**src/rtl/audfmt_pkg.sv**
```systemverilog
package audfmt_pkg;
  typedef enum logic [1:0] {
    FMT_I2S = 2'b00,
    FMT_RJ  = 2'b01,
    FMT_LJ  = 2'b10,
    FMT_RAW = 2'b11
  } fmtMode_t;

  typedef struct packed {
    logic tick;   // falling bit-clock edge: advance one bit
    logic load;   // first bit of a new frame: capture words and settings
  } fmtStrobe_t;
endpackage

```
**src/rtl/fmt_ctrl.sv**
```systemverilog
module fmt_ctrl
  import audfmt_pkg::*;
#(
  parameter int SLOT_W      = 32,
  parameter int HALF_DIV    = 2,
  parameter int W_BITS      = 5,
  parameter int RESET_WIDTH = 24,
  localparam int POS_W      = $clog2(2 * SLOT_W)
) (
  input  logic              clk,
  input  logic              rstN,
  input  logic [1:0]        cfgMode,
  input  logic [W_BITS-1:0] cfgWidth,
  output logic              bclk,
  output logic              ws,
  output logic [POS_W-1:0]  pos,
  output fmtStrobe_t        strobes,
  output fmtMode_t          activeMode,
  output logic [W_BITS-1:0] activeWidth,
  output logic              sampleReady
);
  localparam int CNT_W = (HALF_DIV > 1) ? $clog2(HALF_DIV) : 1;

  logic [CNT_W-1:0] divCnt;
  logic             lastCnt;

  assign lastCnt      = (divCnt == CNT_W'(HALF_DIV - 1));
  assign strobes.tick = lastCnt && bclk;
  assign strobes.load = strobes.tick && (pos == '1);
  assign ws           = pos[POS_W-1];

  always_ff @(posedge clk) begin
    if (!rstN) begin
      divCnt      <= '0;
      bclk        <= 1'b0;
      pos         <= '1;
      activeMode  <= FMT_I2S;
      activeWidth <= W_BITS'(RESET_WIDTH);
      sampleReady <= 1'b0;
    end else begin
      sampleReady <= strobes.load;
      if (lastCnt) begin
        divCnt <= '0;
        bclk   <= ~bclk;
      end else begin
        divCnt <= divCnt + 1'b1;
      end
      if (strobes.tick) pos <= pos + 1'b1;
      if (strobes.load) begin
        activeMode  <= fmtMode_t'(cfgMode);
        activeWidth <= cfgWidth;
      end
    end
  end

  // the bit clock only moves when the divider wraps
  a_r9_bclk_hold: assert property (@(posedge clk) disable iff (!rstN)
    !lastCnt |=> $stable(bclk));
  // word select moves only on a falling bit-clock edge
  a_r2_ws_on_tick: assert property (@(posedge clk) disable iff (!rstN)
    !strobes.tick |=> $stable(ws));
  // settings hold for the whole frame
  a_r8_cfg_hold: assert property (@(posedge clk) disable iff (!rstN)
    !strobes.load |=> ($stable(activeMode) && $stable(activeWidth)));
  // ready is a single-cycle pulse
  a_r7_ready_pulse: assert property (@(posedge clk) disable iff (!rstN)
    sampleReady |=> !sampleReady);
endmodule

```
**src/rtl/fmt_dp.sv**
```systemverilog
module fmt_dp
  import audfmt_pkg::*;
#(
  parameter int SLOT_W = 32,
  parameter int DATA_W = 24,
  parameter int LANES  = 4,
  parameter int W_BITS = 5,
  localparam int POS_W = $clog2(2 * SLOT_W),
  localparam int BUS_W = LANES * SLOT_W
) (
  input  logic              clk,
  input  logic              rstN,
  input  fmtStrobe_t        strobes,
  input  logic [POS_W-1:0]  pos,
  input  fmtMode_t          activeMode,
  input  logic [W_BITS-1:0] activeWidth,
  input  logic [BUS_W-1:0]  leftIn,
  input  logic [BUS_W-1:0]  rightIn,
  input  logic              ctrlEn,
  input  logic [LANES-1:0]  ctrlWord,
  output logic [LANES-1:0]  sdOut
);
  localparam int KW = $clog2(SLOT_W);

  logic [BUS_W-1:0]  leftQ, rightQ;
  logic              ctrlEnQ;
  logic [LANES-1:0]  ctrlQ;
  logic [LANES-1:0]  audioBit;
  logic [KW-1:0]     slotBit;
  logic              inRight;
  logic [W_BITS-1:0] effW;

  assign slotBit = pos[KW-1:0];
  assign inRight = pos[POS_W-1];
  assign effW    = (activeWidth == '0 || int'(activeWidth) > DATA_W)
                   ? W_BITS'(DATA_W) : activeWidth;

  always_ff @(posedge clk) begin
    if (!rstN) begin
      leftQ   <= '0;
      rightQ  <= '0;
      ctrlEnQ <= 1'b0;
      ctrlQ   <= '0;
    end else begin
      ctrlEnQ <= ctrlEn;
      ctrlQ   <= ctrlWord;
      if (strobes.load) begin
        leftQ  <= leftIn;
        rightQ <= rightIn;
      end
    end
  end

  for (genvar i = 0; i < LANES; i++) begin : g_lane
    logic [SLOT_W-1:0] word;
    logic [KW-1:0]     idx;
    logic              hit;

    assign word = inRight ? rightQ[i*SLOT_W +: SLOT_W] : leftQ[i*SLOT_W +: SLOT_W];

    always_comb begin
      idx = '0;
      hit = 1'b0;
      unique case (activeMode)
        FMT_I2S: begin
          hit = (int'(slotBit) >= 1) && (int'(slotBit) <= DATA_W);
          idx = KW'(DATA_W - int'(slotBit));
        end
        FMT_LJ: begin
          hit = int'(slotBit) < DATA_W;
          idx = KW'(DATA_W - 1 - int'(slotBit));
        end
        FMT_RJ: begin
          hit = int'(slotBit) >= SLOT_W - int'(effW);
          idx = KW'(SLOT_W - 1 - int'(slotBit));
        end
        FMT_RAW: begin
          hit = 1'b1;
          idx = slotBit;
        end
        default: begin
          hit = 1'b0;
          idx = '0;
        end
      endcase
      audioBit[i] = hit & word[idx];
    end

    assign sdOut[i] = ctrlEnQ ? ctrlQ[i] : audioBit[i];
  end

  // captured words stay put between frame starts
  a_r7_shadow_hold: assert property (@(posedge clk) disable iff (!rstN)
    !strobes.load |=> ($stable(leftQ) && $stable(rightQ)));
  // leading pad of the LSB-aligned slot is zero on every lane
  a_r4_rj_pad: assert property (@(posedge clk) disable iff (!rstN)
    (activeMode == FMT_RJ && !ctrlEnQ && int'(slotBit) < SLOT_W - int'(effW))
      |-> (sdOut == '0));
endmodule

```
**src/rtl/serial_audio_fmt.sv**
```systemverilog
module serial_audio_fmt
  import audfmt_pkg::*;
#(
  parameter int SLOT_W      = 32,
  parameter int DATA_W      = 24,
  parameter int LANES       = 4,
  parameter int HALF_DIV    = 2,
  parameter int W_BITS      = 5,
  parameter int RESET_WIDTH = 24
) (
  input  logic                     clk,
  input  logic                     rstN,
  input  logic [1:0]               cfgMode,
  input  logic [W_BITS-1:0]        cfgWidth,
  input  logic                     ctrlEn,
  input  logic [LANES-1:0]         ctrlWord,
  input  logic [LANES*SLOT_W-1:0]  leftIn,
  input  logic [LANES*SLOT_W-1:0]  rightIn,
  output logic                     sampleReady,
  output logic                     bclk,
  output logic                     ws,
  output logic [LANES-1:0]         sdOut
);
  localparam int POS_W = $clog2(2 * SLOT_W);

  fmtStrobe_t        strobes;
  logic [POS_W-1:0]  pos;
  fmtMode_t          activeMode;
  logic [W_BITS-1:0] activeWidth;

  fmt_ctrl #(
    .SLOT_W(SLOT_W), .HALF_DIV(HALF_DIV), .W_BITS(W_BITS), .RESET_WIDTH(RESET_WIDTH)
  ) u_ctrl (
    .clk(clk), .rstN(rstN), .cfgMode(cfgMode), .cfgWidth(cfgWidth),
    .bclk(bclk), .ws(ws), .pos(pos), .strobes(strobes),
    .activeMode(activeMode), .activeWidth(activeWidth), .sampleReady(sampleReady)
  );

  fmt_dp #(
    .SLOT_W(SLOT_W), .DATA_W(DATA_W), .LANES(LANES), .W_BITS(W_BITS)
  ) u_dp (
    .clk(clk), .rstN(rstN), .strobes(strobes), .pos(pos),
    .activeMode(activeMode), .activeWidth(activeWidth),
    .leftIn(leftIn), .rightIn(rightIn), .ctrlEn(ctrlEn), .ctrlWord(ctrlWord),
    .sdOut(sdOut)
  );

  // override shows the control word one clock later
  a_r6_ctrl_override: assert property (@(posedge clk) disable iff (!rstN)
    ctrlEn |=> (sdOut == $past(ctrlWord)));
endmodule

```
**config.mk**
```make
export PLATFORM = sky130hd
export DESIGN_NAME = serial_audio_fmt
export DESIGN_NICKNAME = d
export VERILOG_FILES = /design/src/rtl/audfmt_pkg.sv /design/src/rtl/fmt_ctrl.sv /design/src/rtl/fmt_dp.sv /design/src/rtl/serial_audio_fmt.sv
export SDC_FILE = /design/constraint.sdc
export NUM_CORES = 1
export LEC_CHECK = 0
export BUFFER_PORTS_ARGS = -buffer_cell sky130_fd_sc_hd__buf_4
export CORE_ASPECT_RATIO = 0.8
export CORE_UTILIZATION = 50
export DETAILED_ROUTE_END_ITERATION = 10
export HOLD_SLACK_MARGIN = 0.05
export PLACE_DENSITY = 0.79
export SLEW_MARGIN = 30
export SYNTH_ARGS = -nofsm -noshare
export SYNTH_HDL_FRONTEND = slang
export SYNTH_SLANG_ARGS = --single-unit
```
**constraint.sdc**
```tcl
create_clock -name clk -period 5.1 [get_ports clk]
set_clock_uncertainty 0.05 [all_clocks]
set_input_delay 0.51 -clock clk [delete_from_list [all_inputs] [get_ports clk]]
set_output_delay 0.51 -clock clk [all_outputs]
set_load 0.01 [all_outputs]
```
== After elaboration in Yosys (flattened, before gate mapping) ==
Index checks and enable logic that the tools add are counted.

* Memory bits (read-only): 0
* Input port bits: 270
* Flip-flop bits (word level): 277
* Bits in latches: 0
* Logic and storage cells: 58
* Output and inout port bits: 7
* Memory bits (writable): 0
* Memories kept: 0

* Shift operators: 0
* Bitwise operators: 6
* Equality and inequality tests: 4
* Multiplexer cells: 19
* Magnitude comparators: 6
* Reductions and logical operators: 7
* Divide/modulo/power cells: 0
* Multiply operators: 0
* Add/sub/neg operators: 6

{| class="wikitable"
|+ Operators by type and width
! cell !! count
|-
| $mux 32 || 4
|-
| $ge 6x32->1 || 1
|-
| $bmux 1 s5 || 4
|-
| $pmux 5 s4 || 1
|-
| $sub 5x5->5 const A || 3
|-
| $mux 1 || 8
|-
| $sub 6x5->7 const A || 1
|-
| $add 6x1->6 const B || 1
|-
| $eq 6x6->1 const B || 1
|-
| $lt 5x6->1 const B || 1
|-
| $ge 5x1->1 const B || 1
|-
| $gt 5x5->1 const B || 1
|-
| $le 5x5->1 const B || 1
|-
| $logic_not 5->1 || 1
|-
| $lt 5x5->1 const B || 1
|-
| $mux 5 || 1
|-
| $and 1x1->1 || 4
|-
| $eq 2x2->1 const B || 2
|-
| $pmux 1 s4 || 1
|-
| $logic_and 1x1->1 || 3
|-
| $eq 2x1->1 const B || 1
|-
| $logic_not 2->1 || 1
|-
| $not 1->1 || 2
|-
| $reduce_or 2->1 || 1
|-
| 2 further kinds || 2
|}

== Logic depth before layout (Yosys ltp) ==
Gate-level depths: netlist (run 1).

* Word-level depth: 8
* Mapped depth: 13
* Mapped depth without buffers: 12

== Cells and area by module ==
Synthesis (run 1) repeated with hierarchy kept, for this count alone.

* Cells, all modules: 1238
* Area total of the unflattened synthesis: 13157.6 µm²

{| class="wikitable"
|+ By module, submodules not included
! module !! times used !! seq. area each (µm²) !! cells each !! area each (µm²)
|-
| fmt_dp || 1 || 5225.0 || 1169 || 12502.0
|-
| fmt_ctrl || 1 || 320.3 || 69 || 655.6
|}

== Worst setup path after synthesis (run 1) ==
Ideal clock, no wire load.

* Kind: register -> output
* Start point: register u_ctrl.pos[0]
* End point: output sdOut[2]
* Path slack: 1881 ps
* Buffers on the path: 3
* Stages on the path, launching flop included: 14
* Arrival time: 2659 ps
* Data required time: 4540 ps
* Path through: dfxtp_1 > buf_2 > inv_1 > ha_1 > nor2_1 > a211oi_1 > or3_1 > buf_6 > buf_6 > o221ai_2 > a31oi_1 > a31oi_1 > mux4_2 > o221ai_1

* Longest elaborated chain between the ends: 6
* Elaborated cells on any way between the ends: 14
* Those cells by class: 3 x add/sub; 4 x order compare; 5 x mux; 1 x bitwise; 1 x reduce/logical

{| class="wikitable"
|+ Ends and longest elaborated chain
! item !! line !! RTL
|-
| start, declared || fmt_ctrl.sv:16 || <nowiki>output logic [POS_W-1:0] pos,</nowiki>
|-
| start signal, assigned || fmt_ctrl.sv:48 || <nowiki>if (strobes.tick) pos <= pos + 1'b1;</nowiki>
|-
| $sub 5x5->5, on equally long branches || fmt_dp.sv:75, fmt_dp.sv:67, fmt_dp.sv:71 ||
|-
| $pmux 5 s4 || fmt_dp.sv:64 || <nowiki>unique case (activeMode)</nowiki>
|-
| $bmux 1 s5 || fmt_dp.sv:86 || <nowiki>audioBit[i] = hit & word[idx];</nowiki>
|-
| $mux 1 (implied by the code) || fmt_dp.sv:86 ||
|-
| $and 1x1->1 * || fmt_dp.sv:86 ||
|-
| $mux 1 * || fmt_dp.sv:89 || <nowiki>assign sdOut[i] = ctrlEnQ ? ctrlQ[i] : audioBit[i];</nowiki>
|-
| end, declared || serial_audio_fmt.sv:22 || <nowiki>output logic [LANES-1:0] sdOut</nowiki>
|}

Mark *: on every way between the ends. The rest lies on a longest branch, timed or not. The select of a mux whose other input is x is not followed.

== Worst setup path in the final report (run 1) ==
* Start point: register u_ctrl.pos[1]
* End point: output sdOut[1]

Same word-level chain as after synthesis.

==> metrics, run 1 <==
IR Drop Worst-Case VDD=0.000231 V; cell area after synthesis=12800 µm²; Die Span X=181 µm; Post-Layout Cell Count=2082; synthesized area per cell=8.28 µm²; Max transition margin=36.3%; async set-or-reset flop fraction in the synthesized netlist=0%; Clock H-tree levels=1; count of state elements after synthesis=277; Post-Syn Instances=1541; number of vias after detailed routing=11663; slowest CP cell=sky130_fd_sc_hd__dfxtp_1; hold crit path type=primary input to flop; average wire per cell in the routed design=17.8 µm; Fin Setup TNS=0 ns; minimum setup slack among reg-to-reg paths=2.43 ns; number of fill cells=2087; CTS sink count=277; Req. time, crit path=4.54 ns; commonest non-fill, non-tap cell in the layout=sky130_fd_sc_hd__nand2_1; Critical Path Max Stage Delay=0.64 ns; IO Count=277; number of synthesized flops with an enable pin=0; share of the synthesized area in the top cell type=43.4%; clock-pin slew on the worst setup and hold paths=0.06 ns; Final setup viols=0; clk root buf=sky130_fd_sc_hd__clkbuf_16; area growth from synthesis to layout=24.8%; worst path buffer plus inverter count=3; largest family of logic cells by synthesized area=compound AO/OA/AOI/OAI gates; number of buffers on the longest clock path=3; # nets final=2022; area of the core region=24700 µm²; DPL Wire Length=26.2 mm; TritonCTS clock tree=built; xor and xnor fraction of the mapped netlist area=1.16%; arithmetic-cell share of the synthesized area counting full adders, half adders and majority gates=1.27%; via count of the first global-routing pass=11185; transition at the pin with the smallest max-transition slack=0.955 ns; number of buffers inserted by port buffering=276; CTS Hold Bufs=0; initial core utilization=51.7%; final hold slack=0.105 ns; global-route congestion overflow total=0; element type at the critical path start=flop; number of nets in the synthesized netlist=1824; Final Wtd Congestion=0.930; most frequent cells in the layout=587 x sky130_fd_sc_hd__nand2_1, 292 x sky130_fd_sc_hd__buf_4, 277 x sky130_fd_sc_hd__dfxtp_1; number of antenna violations at the first check in global routing=2; CTS-repair resized insts=0; count of unresolved DRC violations after routing=0; fraction of layout cells with a size suffix above 1=22.2%; worst path setup slack after routing=0.145 ns; Placed Instances=2025; Setup crit end kind=output port; number of violations reported at the end of detailed-routing iteration 0=949; leak pwr=5.88 nW; Die Footprint=26200 µm²; leading area contributor after synthesis=sky130_fd_sc_hd__dfxtp_1; list of cells traversed by the critical path=inv_1 -> ha_1 -> nor2_1 -> a211o_1 -> nand2_2 -> buf_4 -> mux4_2 -> mux2i_1 -> mux2i_1 -> o2111ai_1 -> o211ai_1 -> buf_4; achievable frequency=0.202 GHz; maximum fanout encountered on the critical timing path=28; total wire length after detailed routing=37.1 mm; Final period util=97.2%; final core utilization=64.5%; residual antenna-violating net count after detailed routing=0; DR pass1 iterations=5; sequential share of the synthesized area=43.4%; run status=finished, final reports clean; cell class contributing the biggest share of worst-path delay=multiplexers; post-placement cell area=14900 µm²; worst setup path category=flop to output port; Setup Fix Bufs, Post-CTS=0; total power after layout=5.35 mW; proportion of synthesized area in mux cells=4.91%; Vias/cell=5.60; CTS buffer count=29; total routing usage reported by global routing=27.8%; count of synthesis-stage warnings from yosys=0; largest cells by area after synthesis=sky130_fd_sc_hd__dfxtp_1 43%, sky130_fd_sc_hd__nand2_1 17%, sky130_fd_sc_hd__a21boi_0 15%; maximum number of pins on one net before global-route repair=172; number of distinct library cells after synthesis=54; first-pass GRT wire length=58.7 mm; Hold Fails Final Rpt=0; minimum period implied by the final worst setup slack=4.95 ns; Slew Viols, Final=0; max capacitance violation total=0; final instance area=15900 µm²; data arrival time of the worst path=4.39 ns; post-place setup slack=0.850 ns; areal power density over the cells=336 nW/µm²; standard-cell row count=51; basic-gate share of the synthesized area counting and, or, nand and nor cells=22.1%; setup repair after global routing missed its margin=true; Synth Area in Compound Gates=22.3%; overall die height=145 µm; most used flip-flop cell after synthesis=sky130_fd_sc_hd__dfxtp_1; source-to-sink clock delay at the later pin of the worst-skew pair=0.56 ns
worst paths after layout:
check | from | end | cells after the start
hold reg to reg | u_ctrl.divCnt | u_ctrl.divCnt | 1
setup reg to reg | u_ctrl.pos[1] | u_dp.rightQ[92] | 7
hold / removal | ctrlWord[1] | u_dp.ctrlQ[1] | 2
setup / recovery | u_ctrl.pos[1] | sdOut[1] | 12
cells by family (layout without fill, tap and decap cells):
group           count (synthesis)  in the layout
flops                         277            277
simple gates                  686            686
xor+xnor                       13             13
mux                            35             35
compound gates                380            380
fa+ha+maj                      13             13
buf+inv                       137            358
other cells                     0              2
report_power, final:
group,leakage (nW),switching [mW],internal (mW)
Combinational,3.12,0.398,0.355
Sequential,2.24,0.0569,2.24
Clock,0.520,0.925,1.38
cell type report:
class	count	area [µm²]	area share, %
well taps	318	398	2.50
clock buffers	31	743	4.67
repair buffers	296	2270	14.2
inverters	8	30.0	0.189
multi-input cells	1127	6630	41.6
flip-flops and latches	277	5550	34.8
clock inverters	23	308	1.93
diodes	2	5.00	0.0314
per-layer routing:
| metal | vias to the layer above | global-route usage [%] | routed length, µm | part of all wire [%] |
|---|---|---|---|---|
| li1 | 5653 | - | - | - |
| met1 | 5462 | 37.9 | 16300 | 44 |
| met2 | 474 | 44.7 | 16900 | 46 |
| met3 | 74 | 5.20 | 2820 | 7.6 |
| met4 | 0 | 8.63 | 1100 | 3.0 |
| met5 | - | 0 | 0 | 0 |
worst register-to-register path, stage by stage, from the launching register on:
cell	delay (ns)
sky130_fd_sc_hd__dfxtp_1	0.64
sky130_fd_sc_hd__ha_1	0.29
sky130_fd_sc_hd__and3_1	0.21
sky130_fd_sc_hd__nand2_1	0.10
sky130_fd_sc_hd__nor3_2	0.31
sky130_fd_sc_hd__buf_12	0.42
sky130_fd_sc_hd__nand2_1	0.36
sky130_fd_sc_hd__a21boi_0	0.20
cell usage after synthesis, types with 2 or more instances:
master,number
sky130_fd_sc_hd__nor2b_1,3
sky130_fd_sc_hd__or3_1,9
sky130_fd_sc_hd__o221ai_2,4
sky130_fd_sc_hd__nor4bb_1,3
sky130_fd_sc_hd__o21ai_0,7
sky130_fd_sc_hd__buf_2,13
sky130_fd_sc_hd__nand3_1,15
sky130_fd_sc_hd__mux4_2,22
sky130_fd_sc_hd__and4b_1,3
sky130_fd_sc_hd__buf_4,11
sky130_fd_sc_hd__a31oi_1,21
sky130_fd_sc_hd__nand4_1,8
sky130_fd_sc_hd__a21oi_1,2
sky130_fd_sc_hd__buf_6,6
sky130_fd_sc_hd__mux2i_1,12
sky130_fd_sc_hd__o22a_1,9
sky130_fd_sc_hd__buf_1,5
sky130_fd_sc_hd__nor3_1,16
sky130_fd_sc_hd__nor4_4,2
sky130_fd_sc_hd__o2111ai_1,2
sky130_fd_sc_hd__ha_1,13
sky130_fd_sc_hd__nor2_1,12
sky130_fd_sc_hd__inv_1,7
sky130_fd_sc_hd__and3_1,2
sky130_fd_sc_hd__dfxtp_1,277
sky130_fd_sc_hd__and2_1,9
sky130_fd_sc_hd__nand2b_1,5
sky130_fd_sc_hd__xnor2_1,8
sky130_fd_sc_hd__o221ai_1,21
sky130_fd_sc_hd__a21o_1,2
sky130_fd_sc_hd__a22oi_1,2
sky130_fd_sc_hd__or4_1,6
sky130_fd_sc_hd__nor4_1,2
sky130_fd_sc_hd__clkbuf_1,94
sky130_fd_sc_hd__o22ai_1,36
sky130_fd_sc_hd__xor2_1,2
sky130_fd_sc_hd__a211o_1,2
sky130_fd_sc_hd__o211ai_1,4
sky130_fd_sc_hd__a21boi_0,262
sky130_fd_sc_hd__nand2_1,588
flip-flops by register name, summed over array words and instances (netlist names):
name and cells:
u_ctrl.bclk 1, u_ctrl.sampleReady 1, u_ctrl.activeMode 2, u_dp.ctrlEnQ 1, u_dp.rightQ 128, u_dp.ctrlQ 4
u_ctrl.activeWidth 5, u_dp.leftQ 128, u_ctrl.pos 6, u_ctrl.divCnt 1
(Power assumes the default switching activity.)
==> inputs of run 2 (changes only) <==
Settings changed: SYNTH_HIERARCHICAL from default to 1.
==> metrics, run 2 <==
achievable frequency=0.211 GHz (+4.3%); worst setup path category=flop to output port; Req. time, crit path=4.54 ns (about the same); number of fill cells=2074 (-0.62%); largest cells by area after synthesis=sky130_fd_sc_hd__dfxtp_1 42%, sky130_fd_sc_hd__mux2i_1 22%, sky130_fd_sc_hd__nor2b_1 12%; maximum number of pins on one net before global-route repair=156 (-9.3%); element type at the critical path start=flop; most frequent cells in the layout=289 x sky130_fd_sc_hd__mux2i_1, 288 x sky130_fd_sc_hd__buf_4, 276 x sky130_fd_sc_hd__dfxtp_1; cell area after synthesis=13200 µm² (+3.1%); most used standard cell by instance count after synthesis=sky130_fd_sc_hd__mux2i_1; number of buffers inserted by port buffering=276 (unchanged); total area of multi-input combinational cells=7200 µm² (+8.5%); source of the worst register-to-register timing path=u_ctrl/pos[5]; hold crit path type=primary input to flop; Setup crit end kind=output port; DPL Wire Length=24.7 mm (-5.8%); overall die height=147 µm (+1.5%); FF/Latch Area=5550 µm² (about the same); areal power density over the cells=321 nW/µm² (-4.3%); total routing usage reported by global routing=25.8% (-2.0 points); count of unresolved DRC violations after routing=0 (unchanged); Max transition margin=37.6% (+1.3 points); via count of the first global-routing pass=9782 (-13%); Die Span X=183 µm (+1.5%); Final period util=93.1% (-4.0 points); # nets final=1749 (-14%); Final Wtd Congestion=0.843 (-9.4%); worst setup path start=u_ctrl/pos[1]; post-placement cell area=15500 µm² (+4.0%); data arrival time of the worst path=4.19 ns (-0.20 ns); worst path setup slack after routing=0.350 ns (+0.204 ns); share of the synthesized area in the top cell type=42.1% (-1.3 points); commonest non-fill, non-tap cell in the layout=sky130_fd_sc_hd__mux2i_1; first-pass GRT wire length=54.4 mm (-7.4%); number of buffers on the longest clock path=3 (unchanged); number of antenna violations at the first check in global routing=1 (-1); count of state elements after synthesis=277 (unchanged); transition at the pin with the smallest max-transition slack=0.931 ns (-0.0244 ns); post-place setup slack=0.949 ns (+0.0987 ns); max capacitance violation total=0 (unchanged); clock-pin slew on the worst setup and hold paths=0.06 ns (about the same); area of the core region=25600 µm² (+3.5%); IO Count=277 (unchanged); number of violations reported at the end of detailed-routing iteration 0=656 (-31%); Setup Fix Bufs, Post-CTS=0 (unchanged); final instance area=16500 µm² (+3.4%); leading area contributor after synthesis=sky130_fd_sc_hd__dfxtp_1; CTS buffer count=28 (-3.4%); CTS sink count=277 (unchanged); async set-or-reset flop fraction in the synthesized netlist=0% (unchanged); maximum fanout encountered on the critical timing path=31 (+11%); Hold Fails Final Rpt=0 (unchanged); TritonCTS clock tree=built; number of nets in the synthesized netlist=1520 (-17%); setup repair after global routing missed its margin=false; sequential share of the synthesized area=42.1% (-1.3 points); number of distinct library cells after synthesis=66 (+22%); leak pwr=5.92 nW (+0.66%); run status=finished, final reports clean; global-route congestion overflow total=0 (unchanged); Slew Viols, Final=0 (unchanged); source-to-sink clock delay at the later pin of the worst-skew pair=0.54 ns (-0.02 ns); IR Drop Worst-Case VDD=0.000253 V (+9.3%); DR pass1 iterations=5 (unchanged); CTS-repair resized insts=0 (unchanged); number of vias after detailed routing=9906 (-15%); total wire length after detailed routing=35.1 mm (-5.2%); count of synthesis-stage warnings from yosys=6 (+6); area growth from synthesis to layout=25.2%; most used flip-flop cell after synthesis=sky130_fd_sc_hd__dfxtp_1; residual antenna-violating net count after detailed routing=0 (unchanged); number of synthesized flops with an enable pin=0 (unchanged); ranking of synthesized cells by instance count=289 x sky130_fd_sc_hd__mux2i_1, 277 x sky130_fd_sc_hd__dfxtp_1, 261 x sky130_fd_sc_hd__nor2b_1; standard-cell row count=52 (+2.0%); synthesized area per cell=10.6 µm² (+28%); Post-Syn Instances=1238 (-20%); Vias/cell=5.38 (-3.9%); Clock H-tree levels=1 (unchanged); clk root buf=sky130_fd_sc_hd__clkbuf_16; initial core utilization=51.5% (-0.23 points); average wire per cell in the routed design=19.1 µm (+7.3%); minimum period implied by the final worst setup slack=4.75 ns (-0.204 ns); CTS Hold Bufs=0 (unchanged); Die Footprint=27000 µm² (+3.0%); biggest registers after layout=u_dp/leftQ x128, u_dp/rightQ x128, u_ctrl/pos x6; fraction of layout cells with a size suffix above 1=26.9% (+4.6 points); Fin Setup TNS=0 ns (unchanged); Worst Hold Launch=ctrlWord[1]; Final setup viols=0 (unchanged)
-- run 2: cell types whose count changed after synthesis, sizes merged, moves of 18 or more --
cell and change:
o221ai -24, a21boi -262, o22ai -33, nor2b +258
nand2 -494, a31oi -18, mux4 +21, mux2i +277
clkbuf -47
-- run 2: kinds of logic (layout without fill, tap and decap cells) --
family	Yosys count	in the layout	share of synthesized area [%]
buffers and inverters	104	354	3.53
other	0	1	0
flip-flops	277	277	42.1
AO/OA/AOI/OAI	65	65	3.80
adder cells (fa/ha/maj)	12	12	1.14
multiplexers	334	334	29.6
XOR/XNOR	10	10	0.837
AND/OR/NAND/NOR	436	436	18.9
-- run 2: final timing paths --
check                          endpoint  slack (ns)  cells past startpoint
hold reg to reg   u_ctrl/activeWidth[1]        0.46                      2
hold / removal            u_dp/ctrlQ[1]        0.13                      2
setup reg to reg          u_dp/leftQ[8]        2.42                      6
setup / recovery               sdOut[1]        0.35                     12
-- run 2: cell type report --
type / count / share of cell area [%]
Antenna cell: 1 / 0.0152
Multi-Input combinational cell: 857 / 43.7
Tap cell: 351 / 2.67
Sequential cell: 277 / 33.7
Inverter: 11 / 0.251
Timing Repair Buffer: 292 / 13.5
Clock inverter: 13 / 1.25
Clock buffer: 38 / 4.91
-- run 2: critical path: stages, from the launching register on --
cell and delay (ns):
sky130_fd_sc_hd__dfxtp_1 0.59, sky130_fd_sc_hd__inv_1 0.15, sky130_fd_sc_hd__ha_1 0.32, sky130_fd_sc_hd__or3b_2 0.50
sky130_fd_sc_hd__o211ai_4 0.33, sky130_fd_sc_hd__buf_8 0.25, sky130_fd_sc_hd__buf_4 0.41, sky130_fd_sc_hd__mux4_2 0.36
sky130_fd_sc_hd__mux2i_1 0.14, sky130_fd_sc_hd__mux2i_1 0.10, sky130_fd_sc_hd__o2111ai_1 0.20, sky130_fd_sc_hd__nand3_1 0.12
sky130_fd_sc_hd__buf_4 0.16
-- run 2: where the power goes --
group          total [mW]  switching [mW]  leakage [nW]  internal [mW]
Combinational       0.761           0.364          3.18          0.397
Clock                2.24           0.876         0.496           1.36
Sequential           2.30          0.0559          2.24           2.24
-- run 2: through the flow --
| step | util (%) | instances | hold slack (ns) | total power [mW] |
|---|---|---|---|---|
| 6_report | 64.4 | 1840 | 0.133 | 5.29 |
| 5_1_grt | 64.4 | 1840 | 0.127 | 5.48 |
| 4_1_cts | 64.4 | 1839 | 0.114 | 5.33 |
| 3_3_place_gp | 60.3 | 1787 | 0.433 | 3.08 |
| 2_1_floorplan | - | 1238 | 0.381 | 2.79 |
| 3_5_place_dp | 60.4 | 1788 | 0.440 | 3.10 |
-- run 2: routing by layer --
layer,vias up,GRT usage (%),part of all wire [%]
li1,4794,-,-
met1,4746,37.2,47
met2,324,40.5,45
met3,42,4.29,6.0
met4,0,5.75,1.9
met5,-,0,0
==> inputs of run 3 (changes only) <==
Settings changed: ABC_AREA from default to 0, PLACE_DENSITY 0.79 to default, PLACE_DENSITY_LB_ADDON from default to 0.05.
==> metrics, run 3 (synthesis results as in run 2) <==
maximum fanout encountered on the critical timing path=32 (+3.2%); Final period util=93.9% (+0.72 points); transition at the pin with the smallest max-transition slack=0.956 ns (+0.0253 ns); DR pass1 iterations=5 (unchanged); most frequent cells in the layout=289 x sky130_fd_sc_hd__mux2i_1, 288 x sky130_fd_sc_hd__buf_4, 276 x sky130_fd_sc_hd__dfxtp_1; areal power density over the cells=314 nW/µm² (-2.4%); Final setup viols=0 (unchanged); number of cells on the worst hold path=2 (unchanged); fraction of layout cells with a size suffix above 1=26.7% (-0.18 points); final core utilization=64.1% (-0.35 points); # nets final=1748 (-0.057%); share of total power in sequential cells=44.6% (+1.2 points); max capacitance violation total=0 (unchanged); Final Wtd Congestion=0.795 (-5.6%); data arrival time of the worst path=4.23 ns (+0.04 ns); net switching power=1.29 mW (-0.67%); number of vias after detailed routing=9733 (-1.7%); total routing usage reported by global routing=25.1% (-0.70 points); residual antenna-violating net count after detailed routing=0 (unchanged); area of the core region=25600 µm² (unchanged); biggest registers after layout=u_dp/leftQ x128, u_dp/rightQ x128, u_ctrl/pos x6; leak pwr=5.89 nW (-0.53%); clock-pin slew on the worst setup and hold paths=0.06 ns (about the same); IO Count=277 (unchanged); Setup crit end kind=output port; minimum period implied by the final worst setup slack=4.79 ns (+0.0366 ns); Vias/cell=5.30 (-1.6%); via count of the first global-routing pass=9342 (-4.5%); IR Drop Worst-Case VDD=0.000256 V (+1.3%); number of buffers on the longest clock path=3 (unchanged); antenna diode count=0 (-1); TritonCTS clock tree=built; source of the worst register-to-register timing path=u_ctrl/pos[5]; slowest CP cell=sky130_fd_sc_hd__dfxtp_1; average wire per cell in the routed design=18.7 µm (-1.8%); initial core utilization=51.5% (unchanged); Setup Fix Bufs, Post-CTS=0 (unchanged); run status=finished, final reports clean; area growth from synthesis to layout=24.5%; Max transition margin=36.3% (-1.4 points); achievable frequency=0.209 GHz (-0.77%); switching power share of the total=25.0% (+0.57 points); Post-Layout Cell Count=1838 (-0.11%); commonest non-fill, non-tap cell in the layout=sky130_fd_sc_hd__mux2i_1; list of cells traversed by the critical path=inv_1 -> ha_1 -> or3b_2 -> o211ai_4 -> buf_4 -> mux4_2 -> mux2i_1 -> mux2i_1 -> o2111ai_1 -> nand3_1 -> buf_4; overall die height=147 µm (unchanged); standard-cell row count=52 (unchanged); first-pass GRT wire length=52.5 mm (-3.4%); Critical Path Max Stage Delay=0.57 ns (-0.02 ns); CTS Hold Bufs=0 (unchanged); DPL Wire Length=23.7 mm (-3.9%); hold crit path type=primary input to flop; CTS sink count=277 (unchanged); Req. time, crit path=4.54 ns (about the same); Placed Instances=1788 (unchanged); Internal Pwr Total=3.85 mW (-3.6%); number of antenna violations at the first check in global routing=0 (-1); total wire length after detailed routing=34.5 mm (-1.9%); worst setup path start=u_ctrl/pos[1]; Die Footprint=27000 µm² (unchanged); global-route congestion overflow total=0 (unchanged); number of fill cells=2145 (+3.4%); worst setup path category=flop to output port; count of cells along the worst register-to-register path=7 (+1); clk root buf=sky130_fd_sc_hd__clkbuf_16; Die Span X=183 µm (unchanged); Hold Fails Final Rpt=0 (unchanged); Worst Hold Launch=ctrlWord[0]; number of violations reported at the end of detailed-routing iteration 0=695 (+5.9%); element type at the critical path start=flop; number of buffers inserted by port buffering=276 (unchanged); Clock H-tree levels=1 (unchanged); count of unresolved DRC violations after routing=0 (unchanged); Slew Viols, Final=0 (unchanged); clock network fraction of design power=40.6% (-1.7 points); maximum number of pins on one net before global-route repair=136 (-13%); proportion of power drawn by combinational gates=14.8% (+0.4 points); CTS buffer count=27 (-3.6%); Fin Setup TNS=0 ns (unchanged); source-to-sink clock delay at the later pin of the worst-skew pair=0.53 ns (about the same); setup repair after global routing missed its margin=false; CTS-repair resized insts=0 (unchanged)
## run 3: changes by cell type in the layout (fill, tap and decap cells not counted), sizes merged
cell	previous run	this run
bufinv	5	3
clkinv	6	8
clkinvlp	2	0
inv	11	13
clkbuf	38	37
diode	1	0
## run 3: path summary, 6_finish.rpt
kind / to / slack (ns)
max: sdOut[1] / 0.31
min: u_dp/ctrlQ[0] / 0.14
max reg2reg: u_dp/rightQ[14] / 2.18
min reg2reg: u_ctrl/activeWidth[2] / 0.45
## run 3: layout make-up
| class | instances | area [µm²] | area share [%] |
|---|---|---|---|
| multi-input cells | 857 | 7190 | 43.9 |
| clock buffers | 37 | 773 | 4.72 |
| inverters | 11 | 41.3 | 0.252 |
| flip-flops and latches | 277 | 5550 | 33.9 |
| repair buffers | 292 | 2240 | 13.7 |
| clock inverters | 13 | 148 | 0.901 |
| well taps | 351 | 439 | 2.68 |
## run 3: power by group through the flow
stage          logic [mW]  registers [mW]  clock network [mW]
2_1_floorplan       0.475            2.32                   0
3_3_place_gp        0.752            2.34                   0
3_5_place_dp        0.761            2.34                   0
4_1_cts             0.763            2.29                2.13
5_1_grt             0.816            2.30                2.21
6_report            0.760            2.29                2.09
## run 3: worst max-delay path, delay by kind of cell (launching register included)
| family | cells | cell delay (ns) |
|---|---|---|
| DFF | 1 | 0.57 |
| adders and majority gates | 1 | 0.31 |
| AOI/OAI and AO/OA | 2 | 0.66 |
| buffers and inverters | 3 | 0.86 |
| and+or+nand+nor | 2 | 0.65 |
| muxes | 3 | 0.63 |
## run 3: stage by stage
stage          setup WS [ns]  hold WS [ns]  power [mW]  instance area (µm²)
6_report               0.313         0.139        5.14                16400
5_1_grt               0.0672         0.125        5.33                16400
4_1_cts                0.313         0.122        5.18                16400
3_5_place_dp           0.903         0.442        3.10                15500
3_3_place_gp           0.950         0.432        3.09                15400
2_1_floorplan           1.79         0.381        2.79                13200
## run 3: per-layer routing
metal  vias up  GRT usage (%)  share of wire (%)
met2       286           38.4                 44
met3        46           3.87                5.4
met1      4613           36.9                 48
met5         -              0                  0
met4         0           6.46                2.3
li1       4788              -                  -
